===== config.mk =====
export PLATFORM = sky130hd
export DESIGN_NAME = uart_rx_fifo_req
export DESIGN_NICKNAME = d
export VERILOG_FILES = /design/src/rtl/uart_rx_pkg.sv /design/src/rtl/rx_sync.sv /design/src/rtl/rx_framer.sv /design/src/rtl/rx_fifo.sv /design/src/rtl/uart_rx_fifo_req.sv
export SDC_FILE = /design/constraint.sdc
export NUM_CORES = 1
export LEC_CHECK = 0
export BUFFER_PORTS_ARGS = -buffer_cell sky130_fd_sc_hd__buf_2
export CAP_MARGIN = 20
export CORE_MARGIN = 3
export CORE_UTILIZATION = 55
export CTS_CLUSTER_SIZE = 24
export DETAILED_ROUTE_END_ITERATION = 10
export HOLD_SLACK_MARGIN = 0.15
export PLACE_DENSITY = 0.81
export SLEW_MARGIN = 15
export SYNTH_ARGS = -nofsm -noshare
export SYNTH_HDL_FRONTEND = slang
export SYNTH_HIERARCHICAL = 1
export SYNTH_SLANG_ARGS = --single-unit
export TNS_END_PERCENT = 5

===== constraint.sdc =====
create_clock -name clk -period 3.9 [get_ports clk]
set_clock_uncertainty 0.15 [all_clocks]
set_input_delay 0.78 -clock clk [delete_from_list [all_inputs] [get_ports clk]]
set_output_delay 0.78 -clock clk [all_outputs]
set_load 0.01 [all_outputs]

===== src/rtl/uart_rx_pkg.sv =====
package uart_rx_pkg;

    typedef enum logic [1:0] {
        FR_IDLE  = 2'd0,
        FR_START = 2'd1,
        FR_DATA  = 2'd2,
        FR_STOP  = 2'd3
    } frm_state_e;

endpackage


===== src/rtl/rx_sync.sv =====
module rx_sync #(
    parameter int  STAGES    = 2,
    parameter logic RESET_VAL = 1'b1
) (
    input  logic clk,
    input  logic rst_n,
    input  logic din,
    output logic dout
);
    logic [STAGES-1:0] sh_d, sh_q;

    always_comb begin
        sh_d = {sh_q[STAGES-2:0], din};
    end

    always_ff @(posedge clk or negedge rst_n) begin
        if (!rst_n) sh_q <= {STAGES{RESET_VAL}};
        else        sh_q <= sh_d;
    end

    assign dout = sh_q[STAGES-1];
endmodule


===== src/rtl/rx_framer.sv =====
module rx_framer
    import uart_rx_pkg::*;
#(
    parameter int OVERSAMPLE = 16,
    parameter int TICK_DIV   = 8,
    parameter int DATA_BITS  = 8
) (
    input  logic                 clk,
    input  logic                 rst_n,
    input  logic                 rxd_s,
    input  logic                 rx_disable,
    output logic                 chr_valid,
    output logic [DATA_BITS-1:0] chr_data,
    output logic                 busy
);
    localparam int BIT_CYC = OVERSAMPLE * TICK_DIV;
    localparam int HALF    = BIT_CYC / 2;
    localparam int CW      = $clog2(BIT_CYC + 1);
    localparam int BW      = $clog2(DATA_BITS + 1);

    typedef struct packed {
        frm_state_e           state;
        logic [CW-1:0]        cnt;
        logic [BW-1:0]        bitn;
        logic [DATA_BITS-1:0] shreg;
        logic [DATA_BITS-1:0] data;
        logic                 armed;
        logic                 push;
    } frm_t;

    frm_t r_d, r_q;

    always_comb begin
        r_d      = r_q;
        r_d.push = 1'b0;
        unique case (r_q.state)
            FR_IDLE: begin
                r_d.cnt  = '0;
                r_d.bitn = '0;
                if (rx_disable) begin
                    r_d.armed = 1'b0;
                end else if (rxd_s) begin
                    r_d.armed = 1'b1;
                end else if (r_q.armed) begin
                    r_d.armed = 1'b0;
                    r_d.state = FR_START;
                end
            end
            FR_START: begin
                if (r_q.cnt == CW'(HALF - 1)) begin
                    r_d.cnt   = '0;
                    r_d.state = rxd_s ? FR_IDLE : FR_DATA;
                end else begin
                    r_d.cnt = r_q.cnt + CW'(1);
                end
            end
            FR_DATA: begin
                if (r_q.cnt == CW'(BIT_CYC - 1)) begin
                    r_d.cnt   = '0;
                    r_d.shreg = {rxd_s, r_q.shreg[DATA_BITS-1:1]};
                    r_d.bitn  = r_q.bitn + BW'(1);
                    if (r_q.bitn == BW'(DATA_BITS - 1)) r_d.state = FR_STOP;
                end else begin
                    r_d.cnt = r_q.cnt + CW'(1);
                end
            end
            FR_STOP: begin
                if (r_q.cnt == CW'(BIT_CYC - 1)) begin
                    r_d.cnt   = '0;
                    r_d.state = FR_IDLE;
                    if (rxd_s) begin
                        r_d.push = 1'b1;
                        r_d.data = r_q.shreg;
                    end
                end else begin
                    r_d.cnt = r_q.cnt + CW'(1);
                end
            end
            default: r_d.state = FR_IDLE;
        endcase
    end

    always_ff @(posedge clk or negedge rst_n) begin
        if (!rst_n) begin
            r_q.state <= FR_IDLE;
            r_q.cnt   <= '0;
            r_q.bitn  <= '0;
            r_q.shreg <= '0;
            r_q.data  <= '0;
            r_q.armed <= 1'b0;
            r_q.push  <= 1'b0;
        end else begin
            r_q <= r_d;
        end
    end

    assign chr_valid = r_q.push;
    assign chr_data  = r_q.data;
    assign busy      = (r_q.state != FR_IDLE);
endmodule


===== src/rtl/rx_fifo.sv =====
module rx_fifo #(
    parameter int WIDTH = 8,
    parameter int DEPTH = 16
) (
    input  logic                       clk,
    input  logic                       rst_n,
    input  logic                       push,
    input  logic [WIDTH-1:0]           push_data,
    input  logic                       pop,
    input  logic                       ovr_clr,
    output logic [WIDTH-1:0]           head,
    output logic [$clog2(DEPTH+1)-1:0] count,
    output logic                       empty,
    output logic                       overrun
);
    localparam int AW   = $clog2(DEPTH);
    localparam int CNTW = $clog2(DEPTH + 1);

    typedef struct packed {
        logic [AW-1:0]   wptr;
        logic [AW-1:0]   rptr;
        logic [CNTW-1:0] count;
        logic            ovr;
    } fifo_t;

    fifo_t f_d, f_q;
    logic [WIDTH-1:0] mem [DEPTH];
    logic do_pop, do_push, is_full;

    always_comb begin
        f_d     = f_q;
        is_full = (f_q.count == CNTW'(DEPTH));
        do_pop  = pop && (f_q.count != '0);
        do_push = push && (!is_full || do_pop);

        if (do_push)
            f_d.wptr = (f_q.wptr == AW'(DEPTH - 1)) ? '0 : f_q.wptr + AW'(1);
        if (do_pop)
            f_d.rptr = (f_q.rptr == AW'(DEPTH - 1)) ? '0 : f_q.rptr + AW'(1);

        unique case ({do_push, do_pop})
            2'b10:   f_d.count = f_q.count + CNTW'(1);
            2'b01:   f_d.count = f_q.count - CNTW'(1);
            default: f_d.count = f_q.count;
        endcase

        if (push && !do_push) f_d.ovr = 1'b1;
        else if (ovr_clr)     f_d.ovr = 1'b0;
    end

    always_ff @(posedge clk or negedge rst_n) begin
        if (!rst_n) begin
            f_q.wptr  <= '0;
            f_q.rptr  <= '0;
            f_q.count <= '0;
            f_q.ovr   <= 1'b0;
        end else begin
            f_q <= f_d;
        end
    end

    always_ff @(posedge clk) begin
        if (do_push) mem[f_q.wptr] <= push_data;
    end

    assign head    = mem[f_q.rptr];
    assign count   = f_q.count;
    assign empty   = (f_q.count == '0);
    assign overrun = f_q.ovr;
endmodule


===== src/rtl/uart_rx_fifo_req.sv =====
module uart_rx_fifo_req #(
    parameter int OVERSAMPLE  = 16,
    parameter int TICK_DIV    = 8,
    parameter int DATA_BITS   = 8,
    parameter int DEPTH       = 16,
    parameter int SYNC_STAGES = 2,
    localparam int TRGW = $clog2(DEPTH),
    localparam int CNTW = $clog2(DEPTH + 1)
) (
    input  logic                 clk,
    input  logic                 rst_n,
    input  logic                 rxd,
    input  logic                 rx_disable,
    input  logic [TRGW-1:0]      trig_level,
    input  logic                 irq_en,
    input  logic                 dma_en,
    input  logic                 rd_en,
    output logic [DATA_BITS-1:0] rd_data,
    output logic [CNTW-1:0]      fifo_count,
    output logic                 fifo_empty,
    input  logic                 ovr_clr,
    output logic                 overrun,
    output logic                 rx_data_flag,
    output logic                 irq_req,
    output logic                 dma_req
);
    typedef struct packed {
        logic flag;
        logic irq;
        logic dma;
    } req_t;

    logic                 rxd_s;
    logic                 chr_valid;
    logic [DATA_BITS-1:0] chr_data;
    logic                 frm_busy;
    req_t                 req_d, req_q;

    rx_sync #(.STAGES(SYNC_STAGES), .RESET_VAL(1'b1)) u_sync (
        .clk   (clk),
        .rst_n (rst_n),
        .din   (rxd),
        .dout  (rxd_s)
    );

    rx_framer #(
        .OVERSAMPLE (OVERSAMPLE),
        .TICK_DIV   (TICK_DIV),
        .DATA_BITS  (DATA_BITS)
    ) u_framer (
        .clk        (clk),
        .rst_n      (rst_n),
        .rxd_s      (rxd_s),
        .rx_disable (rx_disable),
        .chr_valid  (chr_valid),
        .chr_data   (chr_data),
        .busy       (frm_busy)
    );

    rx_fifo #(.WIDTH(DATA_BITS), .DEPTH(DEPTH)) u_fifo (
        .clk       (clk),
        .rst_n     (rst_n),
        .push      (chr_valid),
        .push_data (chr_data),
        .pop       (rd_en),
        .ovr_clr   (ovr_clr),
        .head      (rd_data),
        .count     (fifo_count),
        .empty     (fifo_empty),
        .overrun   (overrun)
    );

    always_comb begin
        req_d.flag = (fifo_count > CNTW'(trig_level));
        req_d.irq  = req_d.flag && irq_en;
        req_d.dma  = req_d.flag && dma_en;
    end

    always_ff @(posedge clk or negedge rst_n) begin
        if (!rst_n) req_q <= '0;
        else        req_q <= req_d;
    end

    assign rx_data_flag = req_q.flag;
    assign irq_req      = req_q.irq;
    assign dma_req      = req_q.dma;
endmodule


==> impl_metrics.csv, run 1 <==
group,metric,value,unit
clock_tree,cts_buffer_depth,2,
synth,synth.distinct_cells,59,
synth,syn-num-nets,499,
sta,max_slew.worst_pin.slew,0.884,ns
synth,ys_seq_area_share,66.6,%
synth,synthArstFlopShare,28.5,%
critical_path,slowest_stage,"dfrtp_1",
floorplan,die_y,124,um
critical_path,critical_path_arrival,2.30,ns
synth,synth_common_cells,"128 x edfxtp_1, 49 x dfrtp_1, 27 x nor2_1",
sta,finalHoldViolations,0,
synth,synth_edf_count,128,
synth,synthTopCellsByArea,"edfxtp_1 50%, dfrtp_1 16%, mux4_2 7.0%",
critical_path,cp_num_buf_inv,1,
grt,grt_overflow,0,
critical_path,r2r_slack,0.93,ns
sta,setup_viol,0,
pwr,p_leak,3.38,nW
floorplan,dieArea,15400,um^2
route,drcViolationCount,0,
grt,grt_max_degree,27,
clock_tree,clock-sinks,179,
pwr,p_clk_share,42.4,%
route,wire_per_inst,21.1,um
pwr,netSwitchingFraction,20.4,%
synth,ys_ff_latch,179,
pwr,ir_worst_vdd,0.314,mV
synth,netlist.area_leader.share,50.0,%
clock_tree,cts-root-buf,"clkbuf_16",
grt,grt_pass1_vias,4248,
route,drt-total-wl,14400,um
floorplan,boundaryPins,30,
pwr,power-per-cell-area,451,nW/um^2
critical_path,worstSetupPathType,"reg -> out",
floorplan,die_x,124,um
flow_run,cap_violations,0,
cells_and_area,drive_above_1_share,24.6,%
grt,grt_pass1_wl,23300,um
cells_and_area,fin_nets,524,
route,dr.pass1.iters,5,
synth,synth.most_common_cell,"edfxtp_1",
synth,yosysWarningCount,6,
clock_tree,clk_latency,0.42,ns
clock_tree,numCtsBuffers,17,
synth,yosys.area.top_type,"edfxtp_1",
pwr,p_int,3.03,mW
critical_path,slowest_delay,0.71,ns
clock_tree,post_cts_buffers,0,
clock_tree,cts_tree,"yes",
clock_tree,path_clk_slew,0.06,ns
critical_path,cp_cell_sequence,"nor2_1, a32oi_1, o21ai_1, buf_2",
route,vias,4137,
cells_and_area,area_delta_synth_final,9.84,%
critical_path,crit_required,2.97,ns
placed_design,port-buffer-count,29,
route,ant_nets,0,
placed_design,gp_congestion,0.782,
route,first_iter_violations,417,
critical_path,r2r_end,"u_fifo/count[4]$_DFFE_PN0P_",
synth,syn_avg_cell_area,16.3,um^2
pwr,power_frac_seq,54.8,%
pwr,power_switching,780,uW
synth,synth_area,7690,um^2
critical_path,cp_max_fo,20,
sta,maxSlewViolCount,0,
floorplan,coreArea,13500,um^2
floorplan,initial_core_util,57.2,%
clock_tree,htreeDepth,4,
placed_design,hpwl,9080,um
critical_path,cp-start-kind,"flip-flop",
clock_tree,cts-resized-gates,0,
synth,netlist_instances,471,
cells_and_area,num_antenna_cells,0,
sta,rsz0062_at_grt,"no",
critical_path,reg2reg_from,"u_fifo/count[1]$_DFFE_PN0P_",
route,post_drt_via_cell_ratio,6.04,
hold_path,min_path_type,"in -> async",
outcome,outcome,"complete, no violations",
critical_path,endpoint_kind,"output port",
sta,max_freq,309,MHz
sta,finalSetupTns,0,ns
critical_path,reg2regPathDepth,8,
critical_path,cp_top_family,"flip-flops",
grt,grt_use_total,19.6,%
pwr,pwr-share-comb,2.8,%
floorplan,rows,42,
synth,synth_ff_type,"edfxtp_1",
sta,slew_headroom,40.9,%
cells_and_area,fin_util,62.8,%
sta,fin_crit_sh,82.9,%
sta,min_period,3.23,ns
grt,antenna_found_initial,0,
clock_tree,cts_hold_buf,0,
## sequential cells by signal, indices dropped and copies added, names as in the netlist, 2 cells and up, named ones only
signal / cells
u_fifo/count: 5
u_fifo/f_q: 8
u_fifo/mem: 128
u_framer/chr_data: 8
u_framer/r_q: 22
u_sync/sh_q: 2
## worst register-to-register path, stage by stage (launching register included)
cell and delay (ns):
dfrtp_1 0.46, or4_4 0.60, o21a_4 0.24, ha_1 0.28, fa_1 0.43, a21o_1 0.20
a21oi_1 0.18, mux2i_1 0.23, xnor2_1 0.13
## power by group through the flow
stage	Sequential [mW]	Clock [mW]	Combinational (mW)
after floorplan	2.12	0	0.0855
after CTS	2.09	1.64	0.111
after global routing	2.10	1.73	0.127
after detailed placement	2.13	0	0.111
final	2.09	1.62	0.108
after global placement	2.13	0	0.101
## layout by cell type, fill, tap and decap left out, drive strengths merged, types with 2 or more instances in the layout
| master | count |
|---|---|
| o311ai | 3 |
| mux2i | 25 |
| xor2 | 4 |
| o21a | 2 |
| clkinv | 6 |
| nand3b | 2 |
| nor2 | 27 |
| xnor2 | 6 |
| a21o | 3 |
| a32oi | 8 |
| a22oi | 8 |
| nand2b | 5 |
| inv | 16 |
| a31o | 2 |
| edfxtp | 128 |
| or3 | 2 |
| nand3 | 8 |
| nor3b | 4 |
| ha | 15 |
| mux4 | 24 |
| nor2b | 3 |
| buf | 37 |
| o21ai | 18 |
| and4 | 2 |
| mux2 | 19 |
| or4 | 3 |
| o211ai | 2 |
| nand2 | 23 |
| a21oi | 9 |
| clkbuf | 18 |
| dfrtp | 49 |
| o31ai | 2 |
| o41ai | 2 |
| bufinv | 2 |
| dfstp | 2 |
| clkinvlp | 3 |
| nor3 | 7 |
## cell type report
cell class                      count  area [um^2]
Clock inverter                     14          135
Timing Repair Buffer               37          218
Fill cell                         961         5000
Tap cell                          176          220
Inverter                           13         48.8
Sequential cell                   179         5120
Clock buffer                       18          429
Multi-Input combinational cell    248         2280
## cell families (layout without fill, tap and decap cells)
family	count (synthesis)	in the layout	share of synthesized area, %
flops	179	179	66.6
simple gates	90	90	6.42
mux	68	68	13.2
compound gates	64	64	6.16
buf+inv	44	82	3.85
fa+ha+maj	16	16	2.70
xor+xnor	10	10	1.14
## how the worst max path moves through the flow
stage / from / to / slack (ns) / cells after the start
2_1_floorplan: u_fifo/count[1]$_DFFE_PN0P_ / u_fifo/count[4]$_DFFE_PN0P_ / 1.10 / 8
3_3_place_gp: rd_en / u_fifo/count[4]$_DFFE_PN0P_ / 0.98 / 10
3_5_place_dp: rd_en / u_fifo/count[4]$_DFFE_PN0P_ / 0.94 / 10
4_1_cts: u_fifo/f_q[6]$_DFFE_PN0P_ / rd_data[2] / 0.61 / 5
5_1_grt: u_fifo/f_q[6]$_DFFE_PN0P_ / rd_data[7] / 0.56 / 5
6_report: u_fifo/f_q[9]$_DFFE_PN0P_ / rd_data[2] / 0.67 / 4
## through the flow
step | hold slack (ns) | cell area, um^2 | worst slack, ns | total power [mW] | instances
CTS | 0.206 | 8450 | 0.612 | 3.84 | 685
detailed placement | 0.197 | 7890 | 0.938 | 2.24 | 653
finish | 0.206 | 8450 | 0.667 | 3.81 | 685
global placement | 0.195 | 7890 | 0.977 | 2.23 | 653
global route | 0.208 | 8450 | 0.559 | 3.95 | 685
floorplan | 0.195 | 7690 | 1.10 | 2.20 | 471
## per-layer routing
layer  GRT usage [%]  vias to the layer above  part of all wire (%)
li1                -                     1857                     -
met1            26.4                     2128                    42
met2            31.3                      121                    50
met3            3.95                       31                   4.6
met4            9.09                        0                   3.1
met5               0                        -                     0
Note: power is estimated with default switching activity, not from simulation.
==> run 2, diff against run 1 <==
Settings changed: PLACE_DENSITY 0.81 to 0.84.
Clock period 3.9 ns to 2.8 ns, I/O delays scaled along.
==> run 2 against run 1 <==
  * The flow now finishes with violations (negative setup slack)
  * Flip-flop and latch count did not move
  * Utilization grew 3.1 points
  * Critical path depth grew 1
  * Register-to-register slack lost 0.77 ns
  * First-iteration DRC count fell by 8.2%
  * Clock power rose by 56%
  * Sequential share of layout area shrank 2.9 points
  * Largest power group unchanged
  * Sequential power is 39% higher
  * Power increased by 47%
==> impl_metrics.csv, run 2 (synthesis gave the netlist of run 1 again) <==
group,metric,value,unit
outcome,outcome,"complete, but fails checks",
outcome,violations,"negative setup slack",
sta,maxSlewViolCount,0,
cells_and_area,layout_common_cells,"128 x edfxtp_1, 47 x dfrtp_1, 34 x buf_4",
clock_tree,clk_latency,0.43,ns
sta,fin_crit_sh,102,%
cells_and_area,stdcell_count,717,
clock_tree,cts_tree,"yes",
route,drcViolationCount,0,
sta,finalHoldViolations,0,
grt,grt_max_degree,42,
route,post_drt_via_cell_ratio,6.02,
placed_design,hpwl,9620,um
sta,finalWorstSetupSlack,-0.0496,ns
sta,rsz0062_at_grt,"yes",
pwr,finalPower,5.60,mW
cells_and_area,fin_util,66.0,%
critical_path,crit_required,2.09,ns
critical_path,reg2regPathDepth,9,
sta,max_freq,351,MHz
clock_tree,path_clk_slew,0.06,ns
clock_tree,numCtsBuffers,17,
flow_run,cap_violations,0,
pwr,p_leak,3.61,nW
placed_design,port-buffer-count,29,
sta,slew_headroom,41.8,%
floorplan,initial_core_util,57.2,%
clock_tree,htreeDepth,4,
cells_and_area,final_common_cell,"edfxtp_1",
critical_path,worstSetupPathType,"reg -> out",
grt,grt_pass1_vias,4503,
placed_design,dp_cells,675,
route,dr.pass1.iters,4,
cells_and_area,regMostFlops,"u_fifo/mem",
clock_tree,cts-root-buf,"clkbuf_16",
grt,grt_pass1_wl,24900,um
sta,min_period,2.85,ns
floorplan,die_y,124,um
clock_tree,cts_buffer_depth,2,
floorplan,die_x,124,um
cells_and_area,drive_above_1_share,30.9,%
floorplan,dieArea,15400,um^2
floorplan,coreArea,13500,um^2
route,wire_per_inst,21.4,um
floorplan,boundaryPins,30,
critical_path,endpoint_kind,"output port",
route,ant_nets,0,
sta,setup_viol,3,
critical_path,cp-start-kind,"flip-flop",
critical_path,startpoint,"u_fifo/f_q[6]$_DFFE_PN0P_",
grt,grt_use_total,21.1,%
route,first_iter_violations,383,
floorplan,rows,42,
cells_and_area,area_delta_synth_final,15.3,%
clock_tree,clock-sinks,179,
critical_path,critical_path_arrival,2.14,ns
placed_design,gp_congestion,0.844,
cells_and_area,num_antenna_cells,0,
placed_design,dp_worst_setup_slack,0.00185,ns
pwr,ir_worst_vdd,0.473,mV
grt,grt_overflow,0,
sta,max_slew.worst_pin.slew,0.873,ns
pwr,power-per-cell-area,631,nW/um^2
route,vias,4319,
cells_and_area,top_regs,"u_fifo/mem: 128 flops, u_framer/r_q: 22 flops",
cells_and_area,fin_nets,556,
critical_path,reg2reg_from,"u_fifo/count[1]$_DFFE_PN0P_",
route,drt-total-wl,15300,um
hold_path,min_path_type,"in -> reg",
critical_path,r2r_slack,0.16,ns
critical_path,r2r_end,"u_fifo/count[4]$_DFFE_PN0P_",
cells_and_area,largest_reg_flops,128,
cells_and_area,fillers,885,
critical_path,cp_max_fo,12,
critical_path,crit_path_end,"rd_data[6]",
grt,antenna_found_initial,0,
==> run 2: cell count changes in the layout (fill, tap and decap cells not counted), moves of 2 or more <==
cell           change
buf_12             +2
buf_4             +27
bufinv_16          +3
clkinv_1           -2
clkinv_4           +2
dlygate4sd3_1      +2
inv_6              -2
nor3_1             -3
nor3_2             +3
==> run 2: power breakdown <==
part	internal (mW)	switching, mW	leakage [nW]
Clock	1.58	0.953	0.308
Sequential	2.86	0.0566	2.17
Combinational	0.0657	0.0865	1.13
==> run 2: worst max-delay path, cell delays in order, from the launching register on <==
cell and delay (ns):
dfrtp_2 0.46, buf_12 0.19, mux4_2 0.56, a32oi_2 0.20, o21ai_1 0.13, buf_2 0.16
==> run 2: layout make-up <==
type                    count  area [um^2]  area share, %
flip-flops and latches    179         5130           57.8
multi-input cells         248         2330           26.3
repair buffers             69          508           5.72
clock buffers              18          429           4.84
well taps                 176          220           2.48
clock inverters            14          210           2.37
inverters                  13         48.8          0.550
==> run 2: timing repair <==
| item | 4_1_cts | 5_1_grt |
|---|---|---|
| hold buffers | 2 | 0 |
| hold endpoints to repair | 38 | 0 |
| setup buffers | 2 | 5 |
| resized for setup | 6 | 6 |
| endpoints found under the setup margin | 9 | 9 |
| pin swaps | 5 | 0 |
| cloned | 1 | 0 |
==> run 2: layer usage <==
| layer | global-route usage [%] | wire length [um] | share of wire, % |
|---|---|---|---|
| met5 | 0 | 0 | 0 |
| met3 | 5.49 | 796 | 5.2 |
| met4 | 8.45 | 344 | 2.2 |
| met2 | 35.1 | 8090 | 53 |
| met1 | 26.8 | 6120 | 40 |
==> run 2: how the worst min path moves through the flow <==
stage	from	endpoint	slack (ns)	depth (start not counted)
6_report	ovr_clr	u_fifo/overrun$_DFFE_PN0P_	0.19	2
5_1_grt	ovr_clr	u_fifo/overrun$_DFFE_PN0P_	0.19	2
4_1_cts	ovr_clr	u_fifo/overrun$_DFFE_PN0P_	0.18	2
3_5_place_dp	u_sync/sh_q[0]$_DFF_PN1_	u_sync/sh_q[1]$_DFF_PN1_	0.20	0
3_3_place_gp	u_sync/sh_q[0]$_DFF_PN1_	u_sync/sh_q[1]$_DFF_PN1_	0.20	0
2_1_floorplan	rst_n	dma_req$_DFF_PN0_	0.11	0
==> run 2: stage by stage <==
stage                     setup TNS [ns]  hold slack [ns]  instance area (um^2)
after floorplan                        0            0.114                  7690
after global placement                 0            0.195                  8060
after detailed placement               0            0.197                  8060
after CTS                        -0.0591            0.183                  8780
after global routing              -0.828            0.189                  8870
final                            -0.0975            0.195                  8870
==> run 3, diff against run 2 <==
Settings changed: ABC_AREA set to 0, PLACE_DENSITY 0.84 to 0.78.
==> run 3 against run 2 <==
  * The run still ends with negative setup slack left
  * Register-to-register slack lost 0.10 ns
  * Global-route usage shrank 0.73 points
  * Combinational power is essentially flat
  * Setup slack gained 0.0047 ns
  * First-iteration DRC count shrank 5.7%
  * Worst hold slack lost 0.020 ns
  * Critical path depth grew 3
  * Count of clock-buffer cells in the layout shrank 1
  * Clock power shrank 11%
  * Sequential share of layout area grew 0.36 points
  * Critical endpoint is now rd_data[2]
  * Largest cell class unchanged
  * Highest routed layer unchanged
==> impl_metrics.csv, run 3 (synthesis gave the netlist of run 1 again) <==
group,metric,value,unit
outcome,outcome,"complete, but fails checks",
outcome,violations,"negative setup slack",
clock_tree,clock-sinks,179,
hold_path,hold_end,"u_fifo/overrun$_DFFE_PN0P_",
cells_and_area,num_antenna_cells,0,
grt,grt_max_degree,45,
clock_tree,htreeDepth,4,
cells_and_area,layout_common_cells,"128 x edfxtp_1, 47 x dfrtp_1, 29 x buf_2, 29 x buf_4, 27 x nor2_1",
sta,max_slew.worst_pin.slew,0.682,ns
clock_tree,cts_buffer_depth,2,
sta,fin_crit_sh,102,%
floorplan,initial_core_util,57.2,%
cells_and_area,final_common_cell,"edfxtp_1",
route,dr.pass1.iters,4,
placed_design,port-buffer-count,29,
sta,finalSetupTns,-0.0769,ns
grt,grt_overflow,0,
critical_path,critical_path_arrival,2.13,ns
route,post_drt_via_cell_ratio,5.97,
critical_path,crit_required,2.09,ns
critical_path,endpoint_kind,"output port",
critical_path,r2r_end,"u_fifo/count[4]$_DFFE_PN0P_",
sta,maxSlewViolCount,0,
placed_design,hpwl,9380,um
sta,finalHoldViolations,0,
critical_path,reg2reg_from,"u_fifo/count[1]$_DFFE_PN0P_",
grt,grt_pass1_vias,4356,
cells_and_area,fin_nets,554,
placed_design,gp_congestion,0.778,
pwr,power-per-cell-area,602,nW/um^2
cells_and_area,top_regs,"u_fifo/mem: 128 flops, u_framer/r_q: 22 flops",
route,drcViolationCount,0,
critical_path,reg2regPathDepth,8,
floorplan,rows,42,
cells_and_area,stdcell_count,715,
route,first_iter_violations,361,
sta,max_freq,352,MHz
grt,grt_use_total,20.4,%
sta,slew_headroom,54.5,%
floorplan,die_y,124,um
route,vias,4266,
sta,finalWorstSetupSlack,-0.0449,ns
placed_design,dp_cells,675,
pwr,ir_worst_vdd,0.281,mV
critical_path,worstSetupPathType,"reg -> out",
clock_tree,path_clk_slew,0.07,ns
hold_path,min_from,"ovr_clr",
clock_tree,cts-root-buf,"clkbuf_16",
sta,rsz0062_at_grt,"yes",
critical_path,cp-start-kind,"flip-flop",
floorplan,die_x,124,um
sta,min_period,2.84,ns
critical_path,r2r_slack,0.06,ns
grt,grtUsageMet3,4.46,%
cells_and_area,drive_above_1_share,31.2,%
grt,grt_pass1_wl,24100,um
grt,grt_busiest_layer,"met2",
route,wire_per_inst,21.0,um
grt,grtUsageMet1,26.3,%
floorplan,dieArea,15400,um^2
sta,setup_viol,4,
clock_tree,clk_latency,0.43,ns
clock_tree,numCtsBuffers,17,
critical_path,slowest_stage,"dfrtp_2",
route,ant_nets,0,
cells_and_area,area_delta_synth_final,14.6,%
clock_tree,cts_tree,"yes",
cells_and_area,regMostFlops,"u_fifo/mem",
critical_path,cp_cell_sequence,"buf_12, buf_16, nor2b_4, buf_4, a22oi_2, a32oi_1, o21ai_1, buf_2",
floorplan,boundaryPins,30,
hold_path,min_path_type,"in -> reg",
route,drt-total-wl,15000,um
grt,antenna_found_initial,0,
sta,holdWs,0.175,ns
floorplan,coreArea,13500,um^2
pwr,p_leak,3.56,nW
hold_path,hold_depth,2,
critical_path,slowest_delay,0.43,ns
flow_run,cap_violations,0,
critical_path,cp_max_fo,11,
cells_and_area,largest_reg_flops,128,
grt,gr-usage-met2,32.8,%
run 3: power breakdown:
| group | switching, mW | total (mW) | leakage, nW | internal [mW] |
|---|---|---|---|---|
| logic | 0.0872 | 0.154 | 1.12 | 0.0671 |
| clock network | 1.06 | 2.24 | 0.271 | 1.18 |
| registers | 0.0531 | 2.91 | 2.17 | 2.86 |
run 3: how the worst max path moves through the flow:
stage	slack (ns)	startpoint	to	cells after the start
2_1_floorplan	0.002	u_fifo/count[1]$_DFFE_PN0P_	u_fifo/count[4]$_DFFE_PN0P_	8
3_3_place_gp	0.07	u_fifo/count[1]$_DFFE_PN0P_	u_fifo/count[4]$_DFFE_PN0P_	8
3_5_place_dp	0.04	u_fifo/count[1]$_DFFE_PN0P_	u_fifo/count[4]$_DFFE_PN0P_	8
4_1_cts	-0.02	u_fifo/f_q[6]$_DFFE_PN0P_	rd_data[4]	6
5_1_grt	-0.14	u_fifo/f_q[6]$_DFFE_PN0P_	rd_data[0]	6
6_report	-0.04	u_fifo/f_q[6]$_DFFE_PN0P_	rd_data[2]	8
run 3: metal layers:
layer / share of wire, % / wire (um)
met1: 41 / 6130
met2: 51 / 7650
met3: 4.4 / 653
met5: 0 / 0
met4: 3.7 / 560
run 3: per-stage QoR:
stage | total power [mW] | setup WS, ns | util, % | area, um^2
global placement | 3.11 | 0.0698 | 60.0 | 8080
CTS | 5.34 | -0.0226 | 65.2 | 8770
finish | 5.30 | -0.0449 | 65.5 | 8820
global route | 5.49 | -0.142 | 65.5 | 8820
floorplan | 3.07 | 0.00197 | - | 7690
detailed placement | 3.12 | 0.0360 | 60.0 | 8080
run 3: timing repair:
item / CTS / global route
buffers inserted: 1 / 3
resized for setup: 12 / 5
endpoints found under the setup margin: 8 / 10
hold buffers: 2 / 0
pin swaps: 1 / 2
endpoints found under the hold margin: 28 / 0
cloned: 2 / 0
run 3: worst max-delay path, delay by kind of cell, from the launching register on:
family | cells | cell delay (ns)
buffers and inverters | 4 | 0.61
DFF | 1 | 0.43
and+or+nand+nor | 1 | 0.23
AOI/OAI and AO/OA | 3 | 0.43
run 3: layout make-up:
type	count	area, um^2
fill	920	4640
clock buffer	17	425
clock inverter	15	140
timing repair buffer	67	529
sequential	179	5120
tap	176	220
inverter	13	48.8
multi-input combinational	248	2330
